==> src/rtl/bkpt_pkg.sv <==
package bkpt_pkg;

    // Register addresses on the configuration port
    localparam logic [2:0] REG_ADDR_A = 3'd0;
    localparam logic [2:0] REG_ADDR_B = 3'd1;
    localparam logic [2:0] REG_DVAL   = 3'd2;
    localparam logic [2:0] REG_DMASK  = 3'd3;
    localparam logic [2:0] REG_CTRL   = 3'd4;
    localparam logic [2:0] REG_COUNT  = 3'd5;
    localparam logic [2:0] REG_CLEAR  = 3'd6;

    // Trigger modes (control bits 6:4); other codes mean off
    localparam logic [2:0] MODE_OFF   = 3'd0;
    localparam logic [2:0] MODE_PROG2 = 3'd1;
    localparam logic [2:0] MODE_DVAL  = 3'd2;
    localparam logic [2:0] MODE_DMASK = 3'd3;
    localparam logic [2:0] MODE_SEQ   = 3'd4;

    typedef enum logic [1:0] {
        ACT_HALT  = 2'b00,
        ACT_FIFO  = 2'b01,
        ACT_IRQ   = 2'b10,
        ACT_REARM = 2'b11
    } act_e;

    // Control word layout, 16 bits
    typedef struct packed {
        logic [2:0] spare_hi;
        logic       arm;
        logic [1:0] spare_mid;
        logic [1:0] act;
        logic       spare_lo;
        logic [2:0] mode;
        logic [1:0] acc;
        logic [1:0] bsel;
    } ctrl_t;

    // Raw comparator results for one cycle
    typedef struct packed {
        logic bp1;
        logic bp2_fetch;
        logic val_eq;
        logic mask_eq;
    } hits_t;

    function automatic logic access_ok(logic [1:0] acc, logic rd, logic wr);
        return (rd & acc[0]) | (wr & acc[1]);
    endfunction

endpackage

==> src/rtl/bkpt_regs.sv <==
module bkpt_regs
    import bkpt_pkg::*;
#(
    parameter int AW = 16,
    parameter int DW = 16,
    parameter int CW = 8
) (
    input  logic          clk,
    input  logic          rst,
    input  logic          we,
    input  logic [2:0]    addr,
    input  logic [DW-1:0] wdata,
    output logic [AW-1:0] addr_a,
    output logic [AW-1:0] addr_b,
    output logic [DW-1:0] dval,
    output logic [DW-1:0] dmask,
    output ctrl_t         ctrl,
    output logic [CW-1:0] count,
    output logic          clr
);

    localparam int CTRL_W = $bits(ctrl_t);

    assign clr = we && (addr == REG_CLEAR);

    always_ff @(posedge clk) begin
        if (rst) begin
            addr_a <= '0;
            addr_b <= '0;
            dval   <= '0;
            dmask  <= '0;
            ctrl   <= '0;
            count  <= '0;
        end else if (we) begin
            case (addr)
                REG_ADDR_A: addr_a <= wdata[AW-1:0];
                REG_ADDR_B: addr_b <= wdata[AW-1:0];
                REG_DVAL:   dval   <= wdata;
                REG_DMASK:  dmask  <= wdata;
                REG_CTRL:   ctrl   <= ctrl_t'(wdata[CTRL_W-1:0]);
                REG_COUNT:  count  <= wdata[CW-1:0];
                default:    ;
            endcase
        end
    end

endmodule

==> src/rtl/bkpt_match.sv <==
module bkpt_match
    import bkpt_pkg::*;
#(
    parameter int AW = 16,
    parameter int DW = 16
) (
    input  logic [AW-1:0] pab,
    input  logic          fetch_stb,
    input  logic [AW-1:0] xab,
    input  logic [DW-1:0] xdb,
    input  logic          rd_stb,
    input  logic          wr_stb,
    input  logic [AW-1:0] addr_a,
    input  logic [AW-1:0] addr_b,
    input  logic [DW-1:0] dval,
    input  logic [DW-1:0] dmask,
    input  logic [1:0]    bsel,
    input  logic [1:0]    acc,
    output hits_t         hits
);

    logic prog_hit1, data_hit1;

    // Breakpoint 1: qualified by bus select and access type
    assign prog_hit1 = bsel[0] & fetch_stb & (pab == addr_a) & acc[0];
    assign data_hit1 = bsel[1] & (xab == addr_a) & access_ok(acc, rd_stb, wr_stb);

    always_comb begin
        hits.bp1       = prog_hit1 | data_hit1;
        // Breakpoint 2: unqualified
        hits.bp2_fetch = fetch_stb & (pab == addr_b);
        hits.val_eq    = (xdb == dval);
        hits.mask_eq   = ((xdb ^ dval) & dmask) == '0;
    end

    // access select 00 blocks breakpoint 1 on both buses
    always_comb begin
        if (acc == 2'b00) begin
            a_r2_acc_off: assert (!(prog_hit1 | data_hit1));
        end
    end

endmodule

==> src/rtl/bkpt_core.sv <==
module bkpt_core
    import bkpt_pkg::*;
#(
    parameter int CW = 8
) (
    input  logic          clk,
    input  logic          rst,
    input  ctrl_t         ctrl,
    input  logic [CW-1:0] count,
    input  logic          clr,
    input  hits_t         hits,
    output logic          halt_core,
    output logic          fifo_halt,
    output logic          irq,
    output logic          de_pin
);

    localparam logic [CW-1:0] CNT_ONE = CW'(1);

    logic          arm_q, done_q, pend_q;
    logic [CW-1:0] cnt_q;
    logic          arm_rise, active, raw_ev, qev, last, fire;
    logic [CW-1:0] load_val;
    act_e          act;

    assign act      = act_e'(ctrl.act);
    assign arm_rise = ctrl.arm & ~arm_q;
    assign active   = ctrl.arm & arm_q & ~done_q;
    assign load_val = (count == '0) ? CNT_ONE : count;

    always_comb begin
        case (ctrl.mode)
            MODE_PROG2: raw_ev = hits.bp1 | hits.bp2_fetch;
            MODE_DVAL:  raw_ev = hits.bp1 & hits.val_eq;
            MODE_DMASK: raw_ev = hits.bp1 & hits.mask_eq;
            MODE_SEQ:   raw_ev = pend_q & hits.bp2_fetch;
            default:    raw_ev = 1'b0;
        endcase
    end

    assign qev  = active & raw_ev;
    assign last = (cnt_q <= CNT_ONE);
    assign fire = qev & last;

    // Arming edge, occurrence counter, one-shot and sequence state
    always_ff @(posedge clk) begin
        if (rst) begin
            arm_q  <= 1'b0;
            cnt_q  <= '0;
            done_q <= 1'b0;
            pend_q <= 1'b0;
        end else begin
            arm_q <= ctrl.arm;

            if (arm_rise)
                cnt_q <= load_val;
            else if (qev)
                cnt_q <= last ? ((act == ACT_REARM) ? load_val : '0) : cnt_q - CNT_ONE;

            if (!ctrl.arm)
                done_q <= 1'b0;
            else if (fire && act != ACT_REARM)
                done_q <= 1'b1;

            if (!ctrl.arm)
                pend_q <= 1'b0;
            else if (active && ctrl.mode == MODE_SEQ) begin
                if (pend_q && hits.bp2_fetch)
                    pend_q <= 1'b0;
                else if (hits.bp1)
                    pend_q <= 1'b1;
            end
        end
    end

    // Action outputs
    always_ff @(posedge clk) begin
        if (rst) begin
            halt_core <= 1'b0;
            fifo_halt <= 1'b0;
            irq       <= 1'b0;
            de_pin    <= 1'b0;
        end else begin
            if (fire && act == ACT_HALT)
                halt_core <= 1'b1;
            else if (clr)
                halt_core <= 1'b0;

            if (fire && act == ACT_FIFO)
                fifo_halt <= 1'b1;
            else if (clr)
                fifo_halt <= 1'b0;

            irq <= fire && (act == ACT_IRQ);

            if (fire && act == ACT_REARM)
                de_pin <= ~de_pin;
        end
    end

    a_r10_irq_single: assert property (@(posedge clk) disable iff (rst)
        irq |=> !irq);

    a_r8_halt_sticky: assert property (@(posedge clk) disable iff (rst)
        (halt_core && !clr) |=> halt_core);

    a_r9_fifo_sticky: assert property (@(posedge clk) disable iff (rst)
        (fifo_halt && !clr) |=> fifo_halt);

    a_r11_de_rearm_only: assert property (@(posedge clk) disable iff (rst)
        !$stable(de_pin) |-> ($past(ctrl.act) == ACT_REARM));

    a_r6_pend_cleared: assert property (@(posedge clk) disable iff (rst)
        !ctrl.arm |=> !pend_q);

    a_r12_one_shot: assert property (@(posedge clk) disable iff (rst)
        (fire && act != ACT_REARM) |=> !fire);

    a_r7_count_step: assert property (@(posedge clk) disable iff (rst)
        (qev && !arm_rise && !last) |=> (cnt_q == $past(cnt_q) - CNT_ONE));

    a_r7_fire_armed: assert property (@(posedge clk) disable iff (rst)
        fire |-> (arm_q && cnt_q != '0));

endmodule

==> src/rtl/bkpt_trigger.sv <==
module bkpt_trigger
    import bkpt_pkg::*;
#(
    parameter int AW = 16,   // must not exceed DW
    parameter int DW = 16,   // at least 16 to hold the control word
    parameter int CW = 8     // must not exceed DW
) (
    input  logic          clk,
    input  logic          rst,
    input  logic          cfg_we,
    input  logic [2:0]    cfg_addr,
    input  logic [DW-1:0] cfg_wdata,
    input  logic [AW-1:0] pab,
    input  logic          fetch_stb,
    input  logic [AW-1:0] xab,
    input  logic [DW-1:0] xdb,
    input  logic          rd_stb,
    input  logic          wr_stb,
    output logic          halt_core,
    output logic          fifo_halt,
    output logic          irq,
    output logic          de_pin
);

    logic [AW-1:0] addr_a, addr_b;
    logic [DW-1:0] dval, dmask;
    logic [CW-1:0] count;
    ctrl_t         ctrl;
    logic          clr;
    hits_t         hits;

    bkpt_regs #(.AW(AW), .DW(DW), .CW(CW)) u_regs (
        .clk(clk), .rst(rst), .we(cfg_we), .addr(cfg_addr), .wdata(cfg_wdata),
        .addr_a(addr_a), .addr_b(addr_b), .dval(dval), .dmask(dmask),
        .ctrl(ctrl), .count(count), .clr(clr)
    );

    bkpt_match #(.AW(AW), .DW(DW)) u_match (
        .pab(pab), .fetch_stb(fetch_stb), .xab(xab), .xdb(xdb),
        .rd_stb(rd_stb), .wr_stb(wr_stb),
        .addr_a(addr_a), .addr_b(addr_b), .dval(dval), .dmask(dmask),
        .bsel(ctrl.bsel), .acc(ctrl.acc), .hits(hits)
    );

    bkpt_core #(.CW(CW)) u_core (
        .clk(clk), .rst(rst), .ctrl(ctrl), .count(count), .clr(clr), .hits(hits),
        .halt_core(halt_core), .fifo_halt(fifo_halt), .irq(irq), .de_pin(de_pin)
    );

endmodule

==> config.mk <==
export PLATFORM = sky130hd
export DESIGN_NAME = bkpt_trigger
export DESIGN_NICKNAME = d
export VERILOG_FILES = /design/src/rtl/bkpt_pkg.sv /design/src/rtl/bkpt_regs.sv /design/src/rtl/bkpt_match.sv /design/src/rtl/bkpt_core.sv /design/src/rtl/bkpt_trigger.sv
export SDC_FILE = /design/constraint.sdc
export NUM_CORES = 1
export LEC_CHECK = 0
export BUFFER_PORTS_ARGS = -buffer_cell sky130_fd_sc_hd__clkbuf_2
export CORE_MARGIN = 1
export CORE_UTILIZATION = 51
export DETAILED_ROUTE_END_ITERATION = 12
export PLACE_DENSITY = 0.82
export RECOVER_POWER = 25
export SYNTH_ARGS = -nofsm -noshare
export SYNTH_HDL_FRONTEND = slang
export SYNTH_SLANG_ARGS = --single-unit
==> constraint.sdc <==
create_clock -name clk -period 2.1 [get_ports clk]
set_input_delay 0.21 -clock clk [delete_from_list [all_inputs] [get_ports clk]]
set_output_delay 0.21 -clock clk [all_outputs]
set_load 0.1 [all_outputs]
Yosys cells after proc, flatten, opt, wreduce, memory -nomap -nowiden

Cells that the tools add are included.

Input port bits: 73
Output and inout bits: 4
Word-level logic and storage cells: 98
Bits in registers: 97

Reduce and logical (&&, ||, !) cells: 24
Magnitude comparators: 1
Multiplexer cells: 11
Bitwise gates (word level): 25
Add/sub/neg operators: 1
Equal/unequal tests: 18

Operators by type and width:

| cell                                                 | count |
|---|---|
| equality test 16 bit                                 | 4 |
| 2-to-1 mux 8 bit                                     | 5 |
| AND 1 bit                                            | 16 |
| AND 16 bit                                           | 1 |
| zero test 16 bit                                     | 1 |
| bitwise XOR 16 bit                                   | 1 |
| AND reduction 2 bit                                  | 7 |
| equality test 3 x 2 -> 1 bit (second input constant) | 4 |
| equality test 3 bit (second input constant)          | 4 |
| <= comparator 8 x 1 -> 1 bit (second input constant) | 1 |
| logical AND 1 bit                                    | 8 |
| zero test 8 bit                                      | 1 |
| nonzero test 2 bit                                   | 4 |
| subtractor 8 x 1 -> 8 bit (second input constant)    | 1 |
| equality test 3 x 1 -> 1 bit (second input constant) | 2 |
| 2-to-1 mux 1 bit                                     | 5 |
| equality test 2 bit (second input constant)          | 2 |
| inverter 1 bit                                       | 4 |
| one-hot mux 1 bit (4 select lines)                   | 1 |
| zero test 3 bit                                      | 1 |
| OR 1 bit                                             | 3 |
| equality test 2 x 1 -> 1 bit (second input constant) | 1 |
| zero test 2 bit                                      | 1 |
| inequality test 2 bit (second input constant)        | 1 |
| OR reduction 2 bit                                   | 1 |

Longest topological paths before layout

Gate-level depths: netlist of the first run.

Depth in word-level cells: 10
Depth in mapped cells: 9
Mapped depth without buffers: 9

Cells and area by module

A second synthesis of the first run with hierarchy kept.

Cells, all modules: 537
Area, all modules: 5283.8 um2

By module, submodules not included:

| module     | times used | area an instance (um2) | seq. area each (um2) | cells each |
|---|---|---|---|---|
| bkpt_regs  | 1          | 3494.6                 | 1761.7               | 310 |
| bkpt_core  | 1          | 954.7                  | 300.3                | 121 |
| bkpt_match | 1          | 834.6                  | 0.0                  | 106 |

Worst setup path before layout of the first run

OpenSTA, ideal clock, no wires.

Kind: register to register
From: reg u_regs.dval[14]
To: reg u_core.de_pin
Path buffers: 0
Arrival: 1840 ps
Stages on the path, launching flop included: 8
Setup time: 123 ps
Required time: 1977 ps
Clock period less this slack: 1963 ps
Path slack: 137 ps
Cells stage by stage: dfxtp_1 > xor2_1 > a222oi_1 > and3_1 > and4_1 > o21ai_1 > a211oi_1 > mux2_1

Longest elaborated chain between the ends: 8
Elaborated cells on any way between the ends: 10
Those cells by class: eq/ne (1); mux (1); bitwise (6); reduce/logical (2)

RTL lines:

| what                                 | line             | text |
|---|---|---|
| from (decl)                          | bkpt_regs.sv:15  | `output logic [DW-1:0] dval,` |
| from (signal assigned)               | bkpt_regs.sv:38  | `REG_DVAL: dval <= wdata;` |
| bitwise XOR 16 bit                   | bkpt_match.sv:33 | `hits.mask_eq = ((xdb ^ dval) & dmask) == '0;` |
| AND 16 bit                           | bkpt_match.sv:33 |  |
| zero test 16 bit                     | bkpt_match.sv:33 |  |
| AND 1 bit                            | bkpt_core.sv:35  | `MODE_DMASK: raw_ev = hits.bp1 & hits.mask_eq;` |
| one-hot mux 1 bit (4 select lines) * | bkpt_core.sv:32  | `case (ctrl.mode)` |
| AND 1 bit *                          | bkpt_core.sv:41  | `assign qev = active & raw_ev;` |
| AND 1 bit *                          | bkpt_core.sv:43  | `assign fire = qev & last;` |
| logical AND 1 bit *                  | bkpt_core.sv:96  | `if (fire && act == ACT_REARM)` |
| to (signal assigned)                 | bkpt_core.sv:97  | `de_pin <= ~de_pin;` |
| to (decl)                            | bkpt_core.sv:15  | `output logic de_pin` |

Mark *: on every way between the ends. The rest lies on a longest branch, timed or not.
A chain may end at the register's enable or synchronous reset.

Worst setup path after layout of the first run

From: reg u_regs.addr_a[4]
To: reg u_core.cnt_q[6]

Longest elaborated chain between the ends: 8
Elaborated cells on any way between the ends: 13
Those cells by class: eq/ne (2); mux (1); bitwise (9); reduce/logical (1)

RTL lines:

| what                                              | line                               | text |
|---|---|---|
| from (decl)                                       | bkpt_regs.sv:13                    | `output logic [AW-1:0] addr_a,` |
| from (signal assigned)                            | bkpt_regs.sv:36                    | `REG_ADDR_A: addr_a <= wdata[AW-1:0];` |
| equality test 16 bit, on equally long branches    | bkpt_match.sv:25, bkpt_match.sv:26 |  |
| AND 1 bit, on equally long branches (2 in series) | bkpt_match.sv:25, bkpt_match.sv:26 |  |
| OR 1 bit *                                        | bkpt_match.sv:29                   | `hits.bp1 = prog_hit1 \| data_hit1;` |
| AND 1 bit (tied with other cells)                 | bkpt_core.sv:35                    |  |
| one-hot mux 1 bit (4 select lines) *              | bkpt_core.sv:32                    |  |
| AND 1 bit *                                       | bkpt_core.sv:41                    |  |
| nonzero test 2 bit (no line) *                    | -                                  |  |
| to (signal assigned)                              | bkpt_core.sv:56                    | `cnt_q <= load_val;` |
| to (signal assigned)                              | bkpt_core.sv:58                    | `cnt_q <= last ? ((act == ACT_REARM) ? load_val : '0) : cnt_q - CNT_ONE;` |
| to (decl)                                         | bkpt_core.sv:21                    | `logic [CW-1:0] cnt_q;` |

Marks and branches as above.

==> flow_summary.rst, run 1 <==
.. list-table::
   :header-rows: 1

   * - Metric
     - Value
   * - Result of the run
     - completed
   * - Placed wire-length estimate after detailed placement
     - 10,380 um
   * - Footprint of the multi-input gates
     - 0.002897 sq mm
   * - Footprint of the flip-flops and latches
     - 0.001954 sq mm
   * - Number of DRC markers in iteration 0
     - 422
   * - Wire length per cell after detailed routing
     - 17.84 um
   * - Pin count of the biggest net entering global routing
     - 57
   * - Number of global-route vias before repair
     - 4,710
   * - Combinational family with the most area after synthesis
     - simple AND/OR/NAND/NOR gates
   * - Register bit count reported by yosys
     - 97
   * - Number of buffer cells added on primary ports
     - 76
   * - Fraction of met2 tracks used by global routing
     - 0.4992
   * - Ports placed on the boundary
     - 77
   * - Sinks on the clock net
     - 97
   * - Clock H-tree levels
     - 3
   * - Starting utilization of the core area
     - 0.5376
   * - Slowest cell delay on critical path
     - 0.37 ns
   * - Critical path buffer and inverter count
     - 2
   * - Share of synthesized cell area in full adder, half adder and majority cells
     - 0.005236
   * - Fraction of final layout cells sized beyond drive strength 1
     - 0.2191
   * - Post-synth EDFFs
     - 0
   * - Data required time at the worst endpoint
     - 2.37 ns
   * - Arrival time at the worst endpoint
     - 2.33 ns
   * - # hold bufs at CTS
     - 0
   * - RSZ-0062 raised after global routing
     - true
   * - Placeable Area
     - 0.008891 sq mm
   * - Number of hold violations in the final report
     - 0
   * - Number of antenna violations at the first check in global routing
     - 0
   * - Sum of routed wire length over all layers
     - 14,630 um
   * - Setup WS pre-CTS
     - -0.07235 ns
   * - Most Used Layer, Global Route
     - met2
   * - Rows
     - 34
   * - Maximum resistive drop on vdd
     - 419.5 uV
   * - Die Outline Area
     - 0.009762 sq mm
   * - Synth Cell Area
     - 0.004780 sq mm
   * - Slowest-stage cell, CP
     - sky130_fd_sc_hd__dfxtp_1
   * - Crit path launch type
     - flop
   * - Total leakage power
     - 2.291 nW
   * - Number of different library cells in the post-synthesis netlist
     - 50
   * - Remaining DRCs
     - 0
   * - Final setup skew
     - 0.01225 ns
   * - M3 GR Usage
     - 0.04255
   * - Number of max-cap violations
     - 0
   * - Clock tree root buffer cell
     - sky130_fd_sc_hd__clkbuf_8
   * - Count of synthesis-stage warnings from yosys
     - 0
   * - Maximum clock insertion buffer count
     - 2
   * - Finish-stage setup viols
     - 0
   * - CP Cell Sequence
     - xor2_1 > nor4_1 > nand3_1 > o22ai_2 > buf_4 > buf_4 > o211ai_4 > a21oi_2 > o32ai_2
   * - Final net count
     - 782
   * - DR pass1 iterations
     - 5
   * - Max Slew Vio Count
     - 0
   * - Dominant synthesized flop cell
     - sky130_fd_sc_hd__dfxtp_1
   * - Actual transition at the worst max-transition pin
     - 0.6638 ns
   * - Clock transition at the register clock pins on the worst setup and hold paths after CTS
     - 0.11 ns
   * - Placed cell area
     - 0.005401 sq mm
   * - Overall via count from detail_route
     - 4,847
   * - Placer Congestion
     - 0.9671
   * - Share of flip-flops with an asynchronous set or reset
     - 0
   * - Final hold slack
     - 0.09654 ns
   * - Sequential cell area fraction in the yosys report
     - 0.4063
   * - Global routing met1 resource utilization
     - 0.3919
   * - Final critical path time including I/O delays and setup
     - 2.063 ns
   * - Total routing usage reported by global routing
     - 0.3056
   * - Area added between synthesis and finish
     - 21.41%
   * - Total power density per cell area
     - 618.7 mW/mm^2
   * - Achievable frequency
     - 0.4848 GHz
   * - Sum of overflow across all layers after global routing
     - 0
   * - Power consumption
     - 0.003591 W
   * - Cell count after synthesis
     - 616
   * - Post-synthesis xor/xnor area fraction
     - 0.1191
   * - Overall die width
     - 98.81 um
   * - Synthesized Nets
     - 691
   * - Final instance area
     - 0.005803 sq mm
   * - Global-route wire length before repair
     - 23,070 um
   * - Critical path class
     - flop to flop
   * - Endpoint kind of the worst setup timing path
     - flop
   * - Mean number of vias per cell
     - 5.911
   * - Synthesized area per cell
     - 7.759 sq um
   * - Number of routed nets with antenna violations
     - 0
   * - Latest clock arrival within the worst-skew pair
     - 0.38 ns
   * - Most common cell on crit path
     - sky130_fd_sc_hd__buf_4
   * - TritonCTS clock tree
     - done
   * - Post-synthesis simple-gate area fraction
     - 0.2728
   * - Worst setup slack after layout
     - 0.03746 ns
   * - Number of antenna diodes
     - 0
   * - Complex-gate fraction of the synthesized area
     - 0.1712
   * - Number of fillers in the final layout
     - 754
   * - Class of the tightest hold or removal check
     - input pin to flop
   * - Cell class contributing the biggest share of worst-path delay
     - compound AO/OA/AOI/OAI gates
   * - Post-route fraction of the period consumed by the critical path
     - 0.9822
   * - Worst max-slew margin expressed relative to the limit
     - 0.5564
   * - Mux cell area share after synthesis
     - 0.002356
   * - Height of the chip
     - 98.81 um
   * - Num CTS Buffers
     - 9
   * - Maximum fanout along the worst path
     - 8
## metal layers
layer | up-vias | routed length (um)
met5 | - | 0
met4 | 0 | 646
met3 | 50 | 991
met2 | 229 | 6882
met1 | 2259 | 6110
li1 | 2309 | -
## worst reg2reg max path, delay by kind of cell, from the launching register on
family / cells / cell delay (ns)
and+or+nand+nor: 2 / 0.48
buffers and inverters: 2 / 0.27
xor gates and xnor gates: 1 / 0.20
AOI/OAI and AO/OA: 4 / 0.65
DFF: 1 / 0.37
## cells by family (layout without fill, tap and decap cells)
family          count (synthesis)  count (layout)
compound gates                138             138
flops                          97              97
buf+inv                        29             125
simple gates                  284             284
xor+xnor                       65              65
fa+ha+maj                       2               2
mux                             1               1
## cells in the mapped netlist (4+ instances only)
cell type,instances,share of area
sky130_fd_sc_hd__inv_1,7,0.0055
sky130_fd_sc_hd__dfxtp_1,97,0.41
sky130_fd_sc_hd__nor2_1,14,0.011
sky130_fd_sc_hd__nor3_1,13,0.014
sky130_fd_sc_hd__xnor2_1,6,0.011
sky130_fd_sc_hd__nand2_1,181,0.14
sky130_fd_sc_hd__nand2b_1,11,0.014
sky130_fd_sc_hd__a21oi_1,97,0.10
sky130_fd_sc_hd__nor4_1,25,0.033
sky130_fd_sc_hd__clkbuf_1,21,0.016
sky130_fd_sc_hd__xor2_1,59,0.11
sky130_fd_sc_hd__or3_1,4,0.0052
sky130_fd_sc_hd__nor2b_1,7,0.0092
sky130_fd_sc_hd__nand3_1,11,0.012
sky130_fd_sc_hd__o21ai_1,7,0.0073
## cells in the final DEF, fill, tap and decap left out, drive strengths merged, types with 2 or more instances in the layout
master	n
buf	27
o32ai	3
a21bo	2
o22ai	3
a221oi	3
dfxtp	97
or4	2
a211oi	3
o21a	2
nand3	11
and4	2
inv	11
or3	4
o211ai	2
nor2b	7
clkbuf	85
nor2	14
xnor2	6
nor3b	2
a22o	3
nand4	3
ha	2
a22oi	3
a31oi	2
a21oi	97
o21ai	9
xor2	59
and3	2
nor3	13
nand2b	11
nand2	181
nor4	26
## timing repair
action,CTS,global route
gates resized for setup,9,31
pin swaps,5,23
buffers inserted,3,2
setup endpoints to repair,6,10
## report_power, final
group	internal [W]	switching (W)	total, W	leakage [nW]
Sequential	0.00187	0.0000314	0.00190	0.788
Clock	0.000479	0.000722	0.00120	0.0941
Combinational	0.000186	0.000300	0.000486	1.41
Total	0.00254	0.00105	0.00359	2.29
## path summary, 6_finish.rpt
path	depth (start not counted)	endpoint	startpoint	slack, ns
worst max-delay path	9	u_core.cnt_q[6]$_SDFFE_PP0P_	u_regs.addr_a[4]$_SDFFE_PP0P_	0.04
worst max register to register	9	u_core.cnt_q[6]$_SDFFE_PP0P_	u_regs.addr_a[4]$_SDFFE_PP0P_	0.04
worst min register to register	2	u_regs.dmask[12]$_SDFFE_PP0P_	u_regs.dmask[12]$_SDFFE_PP0P_	0.46
worst min-delay path	3	u_regs.addr_b[15]$_SDFFE_PP0P_	cfg_wdata[15]	0.1
## cell type report
class	count	area share
Clock buffer	10	0.02372
Clock inverter	6	0.008193
Inverter	7	0.004528
Multi-Input combinational cell	490	0.4991
Sequential cell	97	0.3368
Tap cell	108	0.02329
Timing Repair Buffer	102	0.1044
## per-stage QoR
stage               cells    util  setup TNS [ns]
floorplan             616       -               0
global placement      800  0.6075               0
detailed placement    800  0.6075         -0.2182
CTS                   819  0.6354       -0.008132
global route          820  0.6527         -0.1999
finish                820  0.6527               0
## sequential cells by signal, indices dropped and copies added, names as in the netlist
register,flops
u_regs.addr_a,16
u_regs.dval,16
u_regs.count,8
u_core.de_pin,1
u_core.cnt_q,8
u_core.fifo_halt,1
u_core.done_q,1
u_regs.dmask,16
u_core.arm_q,1
u_core.halt_core,1
u_regs.ctrl,10
u_regs.addr_b,16
u_core.irq,1
u_core.pend_q,1
No activity file was read; power rests on OpenSTA's default activity.
==> run 2, diff against run 1 <==
RECOVER_POWER = default   (was 25)
clock period = 1.67 ns   (was 2.1 ns; I/O delays follow)
==> flow_summary.rst, run 2 (synthesis results as in run 1) <==
.. list-table::
   :header-rows: 1

   * - Metric
     - Value
   * - CP Cell Sequence
     - xor2_2 > nor4_2 > nand4_1 > o22ai_2 > buf_4 > buf_6 > o211ai_4 > a21oi_2 > o32ai_2 (was xor2_1 > nor4_1 > nand3_1 > o22ai_2 > buf_4 > buf_4 > o211ai_4 > a21oi_2 > o32ai_2)
   * - Number of antenna diodes
     - 0 (unchanged)
   * - Class of the tightest hold or removal check
     - input pin to flop (unchanged)
   * - Placer Congestion
     - 0.9454 (was 0.9671)
   * - Result of the run
     - finished with violations (was completed)
   * - Ports placed on the boundary
     - 77 (unchanged)
   * - Area added between synthesis and finish
     - 30.03% (was 21.41%)
   * - Number of DRC markers in iteration 0
     - 483 (was 422)
   * - Footprint of the flip-flops and latches
     - 0.001962 sq mm (was 0.001954 sq mm)
   * - Final instance area
     - 0.006215 sq mm (was 0.005803 sq mm)
   * - Number of buffer cells added on primary ports
     - 76 (unchanged)
   * - Achievable frequency
     - 0.4589 GHz (was 0.4848 GHz)
   * - Footprint of the multi-input gates
     - 0.003005 sq mm (was 0.002897 sq mm)
   * - Maximum resistive drop on vdd
     - 515.4 uV (was 419.5 uV)
   * - Critical path buffer and inverter count
     - 2 (unchanged)
   * - Worst max-slew margin expressed relative to the limit
     - 0.6384 (was 0.5564)
   * - Wire length per cell after detailed routing
     - 18.24 um (was 17.84 um)
   * - Sum of routed wire length over all layers
     - 15,590 um (was 14,630 um)
   * - Number of cells on the worst reg-to-reg path
     - 9 (unchanged)
   * - Endpoint kind of the worst setup timing path
     - flop (unchanged)
   * - Post-route fraction of the period consumed by the critical path
     - 1.305 (was 0.9822)
   * - Worst setup slack after layout
     - -0.5090 ns (was 0.03746 ns)
   * - Clock H-tree levels
     - 3 (unchanged)
   * - Mean number of vias per cell
     - 5.981 (was 5.911)
   * - Number of antenna violations at the first check in global routing
     - 0 (unchanged)
   * - Placed cell area
     - 0.005707 sq mm (was 0.005401 sq mm)
   * - Die Outline Area
     - 0.009762 sq mm (unchanged)
   * - Startpoint of the worst register-to-register path
     - u_regs.addr_a[14]$_SDFFE_PP0P_ (was u_regs.addr_a[4]$_SDFFE_PP0P_)
   * - Maximum clock insertion buffer count
     - 2 (unchanged)
   * - TritonCTS clock tree
     - done (unchanged)
   * - Latest clock arrival within the worst-skew pair
     - 0.37 ns (was 0.38 ns)
   * - Global-route wire length before repair
     - 24,310 um (was 23,070 um)
   * - Placeable Area
     - 0.008891 sq mm (unchanged)
   * - Most common cell after layout, fill and taps aside
     - sky130_fd_sc_hd__nand2_1 (unchanged)
   * - Number of cells on the critical path
     - 9 (unchanged)
   * - Total power density per cell area
     - 758.4 mW/mm^2 (was 618.7 mW/mm^2)
   * - Pin count of the biggest net entering global routing
     - 51 (was 57)
   * - Slowest-stage cell, CP
     - sky130_fd_sc_hd__dfxtp_4 (was sky130_fd_sc_hd__dfxtp_1)
   * - Number of global-route vias before repair
     - 4,885 (was 4,710)
   * - Most frequent cells in the layout
     - sky130_fd_sc_hd__nand2_1 (181), sky130_fd_sc_hd__a21oi_1 (88), sky130_fd_sc_hd__dfxtp_1 (85) (was sky130_fd_sc_hd__nand2_1 (181), sky130_fd_sc_hd__a21oi_1 (92), sky130_fd_sc_hd__dfxtp_1 (91))
   * - Final net count
     - 817 (was 782)
   * - Max Slew Vio Count
     - 0 (unchanged)
   * - Final setup skew
     - 0.007237 ns (was 0.01225 ns)
   * - Critical path class
     - flop to flop (unchanged)
   * - RSZ-0062 raised after global routing
     - true (unchanged)
   * - Actual transition at the worst max-transition pin
     - 0.5447 ns (was 0.6638 ns)
   * - Fraction of final layout cells sized beyond drive strength 1
     - 0.2918 (was 0.2191)
   * - Critical Path Start
     - u_regs.addr_a[14]$_SDFFE_PP0P_ (was u_regs.addr_a[4]$_SDFFE_PP0P_)
   * - Overall die width
     - 98.81 um (unchanged)
   * - Final critical path time including I/O delays and setup
     - 2.179 ns (was 2.063 ns)
   * - Total routing usage reported by global routing
     - 0.3230 (was 0.3056)
   * - Number of hold violations in the final report
     - 0 (unchanged)
   * - Height of the chip
     - 98.81 um (unchanged)
   * - Finish-stage setup viols
     - 14 (was 0)
   * - Starting utilization of the core area
     - 0.5376 (unchanged)
   * - Setup TNS after final layout
     - -5.187 ns (was 0 ns)
   * - Total leakage power
     - 2.479 nW (was 2.291 nW)
   * - Crit path launch type
     - flop (unchanged)
   * - Number of max-cap violations
     - 0 (unchanged)
   * - Minimum setup slack among reg-to-reg paths
     - -0.51 ns (was 0.04 ns)
   * - Rows
     - 34 (unchanged)
   * - Failing checks
     - negative setup slack
   * - Slowest cell delay on critical path
     - 0.38 ns (was 0.37 ns)
   * - Arrival time at the worst endpoint
     - 2.42 ns (was 2.33 ns)
   * - RR Endpoint
     - u_core.cnt_q[5]$_SDFFE_PP0P_ (was u_core.cnt_q[6]$_SDFFE_PP0P_)
   * - Number of fillers in the final layout
     - 700 (was 754)
   * - Clock transition at the register clock pins on the worst setup and hold paths after CTS
     - 0.11 ns (about the same)
   * - Number of routed nets with antenna violations
     - 0 (unchanged)
   * - Sum of overflow across all layers after global routing
     - 0 (unchanged)
   * - Maximum fanout along the worst path
     - 8 (unchanged)
   * - DR pass1 iterations
     - 5 (unchanged)
   * - Sinks on the clock net
     - 97 (unchanged)
   * - Data required time at the worst endpoint
     - 1.91 ns (was 2.37 ns)
   * - Remaining DRCs
     - 0 (unchanged)
   * - Overall via count from detail_route
     - 5,114 (was 4,847)
   * - Cell class contributing the biggest share of worst-path delay
     - compound AO/OA/AOI/OAI gates (unchanged)
   * - Placed wire-length estimate after detailed placement
     - 11,050 um (was 10,380 um)
   * - Num CTS Buffers
     - 9 (unchanged)
   * - Crit path capture
     - u_core.cnt_q[5]$_SDFFE_PP0P_ (was u_core.cnt_q[6]$_SDFFE_PP0P_)
   * - Clock tree root buffer cell
     - sky130_fd_sc_hd__clkbuf_8 (unchanged)
-- run 2: changes by cell type in the layout (fill, tap and decap cells not counted), moves of 4 or more --
| cell | delta |
|---|---|
| sky130_fd_sc_hd__xor2_1 | -8 |
| sky130_fd_sc_hd__a21oi_1 | -4 |
| sky130_fd_sc_hd__nor4_1 | -5 |
| sky130_fd_sc_hd__a21oi_2 | +4 |
| sky130_fd_sc_hd__dfxtp_2 | +6 |
| sky130_fd_sc_hd__xor2_2 | +9 |
| sky130_fd_sc_hd__buf_4 | +33 |
| sky130_fd_sc_hd__dfxtp_1 | -6 |
| sky130_fd_sc_hd__nor4_2 | +6 |
-- run 2: power by group --
part           switching, W  total, W  internal (W)
Clock              0.000919   0.00164      0.000722
Sequential        0.0000389   0.00239       0.00236
Combinational      0.000403  0.000678      0.000275
-- run 2: worst min path at each step --
stage / startpoint / endpoint / slack [ns] / depth (start not counted)
3_3_place_gp: u_regs.dmask[6]$_SDFFE_PP0P_ / u_regs.dmask[6]$_SDFFE_PP0P_ / 0.44 / 2
5_1_grt: cfg_wdata[13] / u_regs.addr_b[13]$_SDFFE_PP0P_ / 0.05 / 3
3_5_place_dp: u_regs.dmask[4]$_SDFFE_PP0P_ / u_regs.dmask[4]$_SDFFE_PP0P_ / 0.45 / 2
2_1_floorplan: cfg_wdata[0] / u_regs.ctrl[0]$_SDFFE_PP0P_ / 0.30 / 2
6_report: cfg_wdata[11] / u_regs.dval[11]$_SDFFE_PP0P_ / 0.06 / 3
4_1_cts: cfg_wdata[13] / u_regs.addr_b[13]$_SDFFE_PP0P_ / 0.05 / 3
-- run 2: worst register-to-register path, cell delays in order (launching register included) --
cell and delay (ns):
sky130_fd_sc_hd__dfxtp_4 0.38, sky130_fd_sc_hd__xor2_2 0.15, sky130_fd_sc_hd__nor4_2 0.33, sky130_fd_sc_hd__nand4_1 0.16, sky130_fd_sc_hd__o22ai_2 0.30, sky130_fd_sc_hd__buf_4 0.16, sky130_fd_sc_hd__buf_6 0.10, sky130_fd_sc_hd__o211ai_4 0.14
sky130_fd_sc_hd__a21oi_2 0.22, sky130_fd_sc_hd__o32ai_2 0.10
-- run 2: cell type report --
| class | count | area share |
|---|---|---|
| Clock inverter | 7 | 0.01349 |
| Tap cell | 108 | 0.02174 |
| Timing Repair Buffer | 137 | 0.1413 |
| Sequential cell | 97 | 0.3157 |
| Clock buffer | 9 | 0.01993 |
| Inverter | 7 | 0.004228 |
| Multi-Input combinational cell | 490 | 0.4836 |
-- run 2: repair_timing --
| item | in CTS | in global routing |
|---|---|---|
| pin swaps | 13 | 19 |
| gates resized for setup | 37 | 20 |
| setup buffers | 3 | 3 |
| setup endpoints to repair | 14 | 14 |
| hold buffers | 0 | 0 |
-- run 2: through the flow --
step             util  hold WS (ns)  cells  setup slack (ns)  total power, W
2_1_floorplan       -        0.3030    616           -0.1431        0.002748
3_3_place_gp   0.6419        0.4430    835           -0.3658        0.003048
3_5_place_dp   0.6419        0.4491    835           -0.4786        0.003062
4_1_cts        0.6879       0.04839    853           -0.4238        0.004684
5_1_grt        0.6990       0.05410    855           -0.5505        0.004858
6_report       0.6990       0.06272    855           -0.5090        0.004713
-- run 2: routing by layer --
metal	share of wire	up-vias	wire length, um	GRT usage
met2	0.48	281	7483	0.5261
met3	0.085	60	1322	0.06454
li1	-	2369	-	-
met4	0.041	0	637	0.1561
met1	0.39	2404	6150	0.4107
met5	0	-	0	0
==> run 3, diff against run 2 <==
CORE_UTILIZATION = 30   (was 51)
PLACE_DENSITY = 0.55   (was 0.82)
==> flow_summary.rst, run 3 (synthesis results as in run 1) <==
.. list-table::
   :header-rows: 1

   * - Metric
     - Value
   * - RR Endpoint
     - u_core.de_pin$_SDFFE_PP0P_ (was u_core.cnt_q[5]$_SDFFE_PP0P_)
   * - Combinational power share
     - 0.130 (was 0.144)
   * - Overall via count from detail_route
     - 4,787 (was 5,114)
   * - Number of buffer cells added on primary ports
     - 76 (unchanged)
   * - Number of routed nets with antenna violations
     - 0 (unchanged)
   * - Setup TNS after final layout
     - -3.642 ns (was -5.187 ns)
   * - Pin count of the biggest net entering global routing
     - 39 (was 51)
   * - Most frequent cells in the layout
     - sky130_fd_sc_hd__nand2_1 (181), sky130_fd_sc_hd__a21oi_1 (89), sky130_fd_sc_hd__dfxtp_1 (86) (was sky130_fd_sc_hd__nand2_1 (181), sky130_fd_sc_hd__a21oi_1 (88), sky130_fd_sc_hd__dfxtp_1 (85))
   * - DR pass1 iterations
     - 5 (unchanged)
   * - Final net count
     - 822 (was 817)
   * - Area added between synthesis and finish
     - 34.74% (was 30.03%)
   * - TritonCTS clock tree
     - done (unchanged)
   * - Maximum fanout along the worst path
     - 3 (was 8)
   * - Minimum setup slack among reg-to-reg paths
     - -0.36 ns (was -0.51 ns)
   * - Number of cells on the worst reg-to-reg path
     - 7 (was 9)
   * - Arrival time at the worst endpoint
     - 2.27 ns (was 2.42 ns)
   * - Starting utilization of the core area
     - 0.3109 (was 0.5376)
   * - # placed instances
     - 941 (was 835)
   * - Util after Layout
     - 0.4190 (was 0.6990)
   * - Met1 wire length
     - 7260 um (was 6150 um)
   * - Number of antenna diodes
     - 0 (unchanged)
   * - Num CTS Buffers
     - 9 (unchanged)
   * - Data required time at the worst endpoint
     - 1.91 ns (about the same)
   * - Actual transition at the worst max-transition pin
     - 0.5576 ns (was 0.5447 ns)
   * - Sum of met2 wire segment lengths after detailed routing
     - 7382 um (was 7483 um)
   * - Achievable frequency
     - 0.4927 GHz (was 0.4589 GHz)
   * - Worst max-slew margin expressed relative to the limit
     - 0.6298 (was 0.6384)
   * - Maximum resistive drop on vdd
     - 384.4 uV (was 515.4 uV)
   * - Sum of routed wire length over all layers
     - 15,730 um (was 15,590 um)
   * - Sum of overflow across all layers after global routing
     - 0 (unchanged)
   * - Wire length per cell after detailed routing
     - 16.34 um (was 18.24 um)
   * - Failing checks
     - negative setup slack (unchanged)
   * - RSZ-0062 raised after global routing
     - true (unchanged)
   * - Placeable Area
     - 0.01537 sq mm (was 0.008891 sq mm)
   * - Crit path launch type
     - flop (unchanged)
   * - Sequential fraction of design power
     - 0.461 (was 0.508)
   * - Ports placed on the boundary
     - 77 (unchanged)
   * - Crit path capture
     - u_core.de_pin$_SDFFE_PP0P_ (was u_core.cnt_q[5]$_SDFFE_PP0P_)
   * - Result of the run
     - finished with violations (unchanged)
   * - Overall die width
     - 128.2 um (was 98.81 um)
   * - Highest metal layer with signal wires
     - met4 (unchanged)
   * - Finish-stage setup viols
     - 14 (unchanged)
   * - Remaining DRCs
     - 0 (unchanged)
   * - Met3 WL post-DR
     - 645 um (was 1322 um)
   * - Total routing usage reported by global routing
     - 0.1978 (was 0.3230)
   * - Mean number of vias per cell
     - 4.971 (was 5.981)
   * - Clock transition at the register clock pins on the worst setup and hold paths after CTS
     - 0.07 ns (was 0.11 ns)
   * - Psw
     - 0.001360 W (was 0.001361 W)
   * - Critical path class
     - flop to flop (unchanged)
   * - Switching Share
     - 0.2618 (was 0.2887)
   * - Placer Congestion
     - 0.8907 (was 0.9454)
   * - Number of hold violations in the final report
     - 0 (unchanged)
   * - Sinks on the clock net
     - 97 (unchanged)
   * - Final setup skew
     - 0.005852 ns (was 0.007237 ns)
   * - Number of antenna violations at the first check in global routing
     - 0 (unchanged)
   * - Fraction of final layout cells sized beyond drive strength 1
     - 0.2912 (was 0.2918)
   * - Part of the total power dissipated in the clock network
     - 0.409 (was 0.348)
   * - Worst setup slack after layout
     - -0.3598 ns (was -0.5090 ns)
   * - Placed wire-length estimate after detailed placement
     - 11,830 um (was 11,050 um)
   * - Cell Count, Final, Fillers Out
     - 963 (was 855)
   * - Max Slew Vio Count
     - 0 (unchanged)
   * - Global-route wire length before repair
     - 24,610 um (was 24,310 um)
   * - Clock tree root buffer cell
     - sky130_fd_sc_hd__clkbuf_16 (was sky130_fd_sc_hd__clkbuf_8)
   * - Number of max-cap violations
     - 0 (unchanged)
   * - Maximum clock insertion buffer count
     - 2 (unchanged)
   * - Most common cell after layout, fill and taps aside
     - sky130_fd_sc_hd__nand2_1 (unchanged)
   * - Number of global-route vias before repair
     - 4,641 (was 4,885)
   * - Height of the chip
     - 128.2 um (was 98.81 um)
   * - Final critical path time including I/O delays and setup
     - 2.030 ns (was 2.179 ns)
   * - Latest clock arrival within the worst-skew pair
     - 0.35 ns (was 0.37 ns)
   * - Total leakage power
     - 2.539 nW (was 2.479 nW)
   * - Rows
     - 45 (was 34)
   * - Internal power contribution
     - 0.003836 W (was 0.003352 W)
   * - Total power density per cell area
     - 806.8 mW/mm^2 (was 758.4 mW/mm^2)
   * - Class of the tightest hold or removal check
     - input pin to flop (unchanged)
   * - Die Outline Area
     - 0.01644 sq mm (was 0.009762 sq mm)
   * - Critical Path Start
     - u_regs.addr_a[10]$_SDFFE_PP0P_ (was u_regs.addr_a[14]$_SDFFE_PP0P_)
   * - Startpoint of the worst register-to-register path
     - u_regs.addr_a[10]$_SDFFE_PP0P_ (was u_regs.addr_a[14]$_SDFFE_PP0P_)
   * - Number of DRC markers in iteration 0
     - 351 (was 483)
   * - Post-route fraction of the period consumed by the critical path
     - 1.215 (was 1.305)
   * - Endpoint kind of the worst setup timing path
     - flop (unchanged)
   * - Clock H-tree levels
     - 3 (unchanged)
==> run 3: changes by cell type in the layout (fill, tap and decap cells not counted), moves of 3 or more <==
cell	change
sky130_fd_sc_hd__buf_4	+9
sky130_fd_sc_hd__buf_6	-3
sky130_fd_sc_hd__clkbuf_16	+9
sky130_fd_sc_hd__clkbuf_8	-8
sky130_fd_sc_hd__inv_6	-3
sky130_fd_sc_hd__nor4_1	+3
sky130_fd_sc_hd__nor4_2	-3
sky130_fd_sc_hd__xor2_1	+3
sky130_fd_sc_hd__xor2_2	-3
==> run 3: critical path, cell delays in order (launching register included) <==
cell	delay, ns
sky130_fd_sc_hd__dfxtp_1	0.34
sky130_fd_sc_hd__xor2_1	0.18
sky130_fd_sc_hd__nor4_1	0.33
sky130_fd_sc_hd__nand3_1	0.18
sky130_fd_sc_hd__o22ai_4	0.21
sky130_fd_sc_hd__o21ai_2	0.10
sky130_fd_sc_hd__a211oi_2	0.22
sky130_fd_sc_hd__mux2_1	0.34
==> run 3: layout make-up <==
cell class,instances,area (sq um)
fillers,1534,8931
multi-input cells,490,2999
flip-flops and latches,97,1961
repair buffers,142,892.1
well taps,211,264.0
clock buffers,11,242.7
clock inverters,5,55.05
inverters,7,26.28
==> run 3: what timing repair did <==
| item | in CTS | in global routing |
|---|---|---|
| hold buffers | 0 | 0 |
| setup buffers | 3 | 4 |
| pin swaps | 20 | 11 |
| endpoints found under the setup margin | 14 | 14 |
| resized for setup | 31 | 22 |
| endpoints found under the hold margin | 0 | 0 |
==> run 3: power by group through the flow <==
stage	sequential, W	combinational (W)	clock, W
4_1_cts	0.00239	0.000653	0.00215
6_report	0.00239	0.000673	0.00213
3_3_place_gp	0.00245	0.000627	0
2_1_floorplan	0.00244	0.000308	0
3_5_place_dp	0.00245	0.000632	0
5_1_grt	0.00240	0.000732	0.00226
==> run 3: worst min path at each step <==
stage	startpoint	endpoint	slack [ns]	cells after the start
2_1_floorplan	cfg_wdata[0]	u_regs.ctrl[0]$_SDFFE_PP0P_	0.30	2
3_3_place_gp	u_regs.ctrl[0]$_SDFFE_PP0P_	u_regs.ctrl[0]$_SDFFE_PP0P_	0.45	2
3_5_place_dp	u_regs.dmask[6]$_SDFFE_PP0P_	u_regs.dmask[6]$_SDFFE_PP0P_	0.45	2
4_1_cts	cfg_wdata[15]	u_regs.addr_a[15]$_SDFFE_PP0P_	0.09	3
5_1_grt	cfg_wdata[15]	u_regs.addr_b[15]$_SDFFE_PP0P_	0.10	3
6_report	cfg_wdata[15]	u_regs.addr_a[15]$_SDFFE_PP0P_	0.10	3
==> run 3: through the flow <==
stage	hold WS (ns)	total power [W]	setup WS, ns	area [sq um]
after floorplan	0.3030	0.002748	-0.1431	4825
after global placement	0.4458	0.003073	-0.4098	5846
final	0.1012	0.005196	-0.3598	6440
after global routing	0.1032	0.005389	-0.4634	6440
after detailed placement	0.4506	0.003080	-0.4404	5846
after CTS	0.09454	0.005198	-0.3693	6306
==> run 3: routing by layer <==
layer / global-route usage / up-vias
li1: - / 2387
met5: 0 / -
met4: 0.09135 / 0
met1: 0.2565 / 2260
met3: 0.02963 / 30
met2: 0.3224 / 110
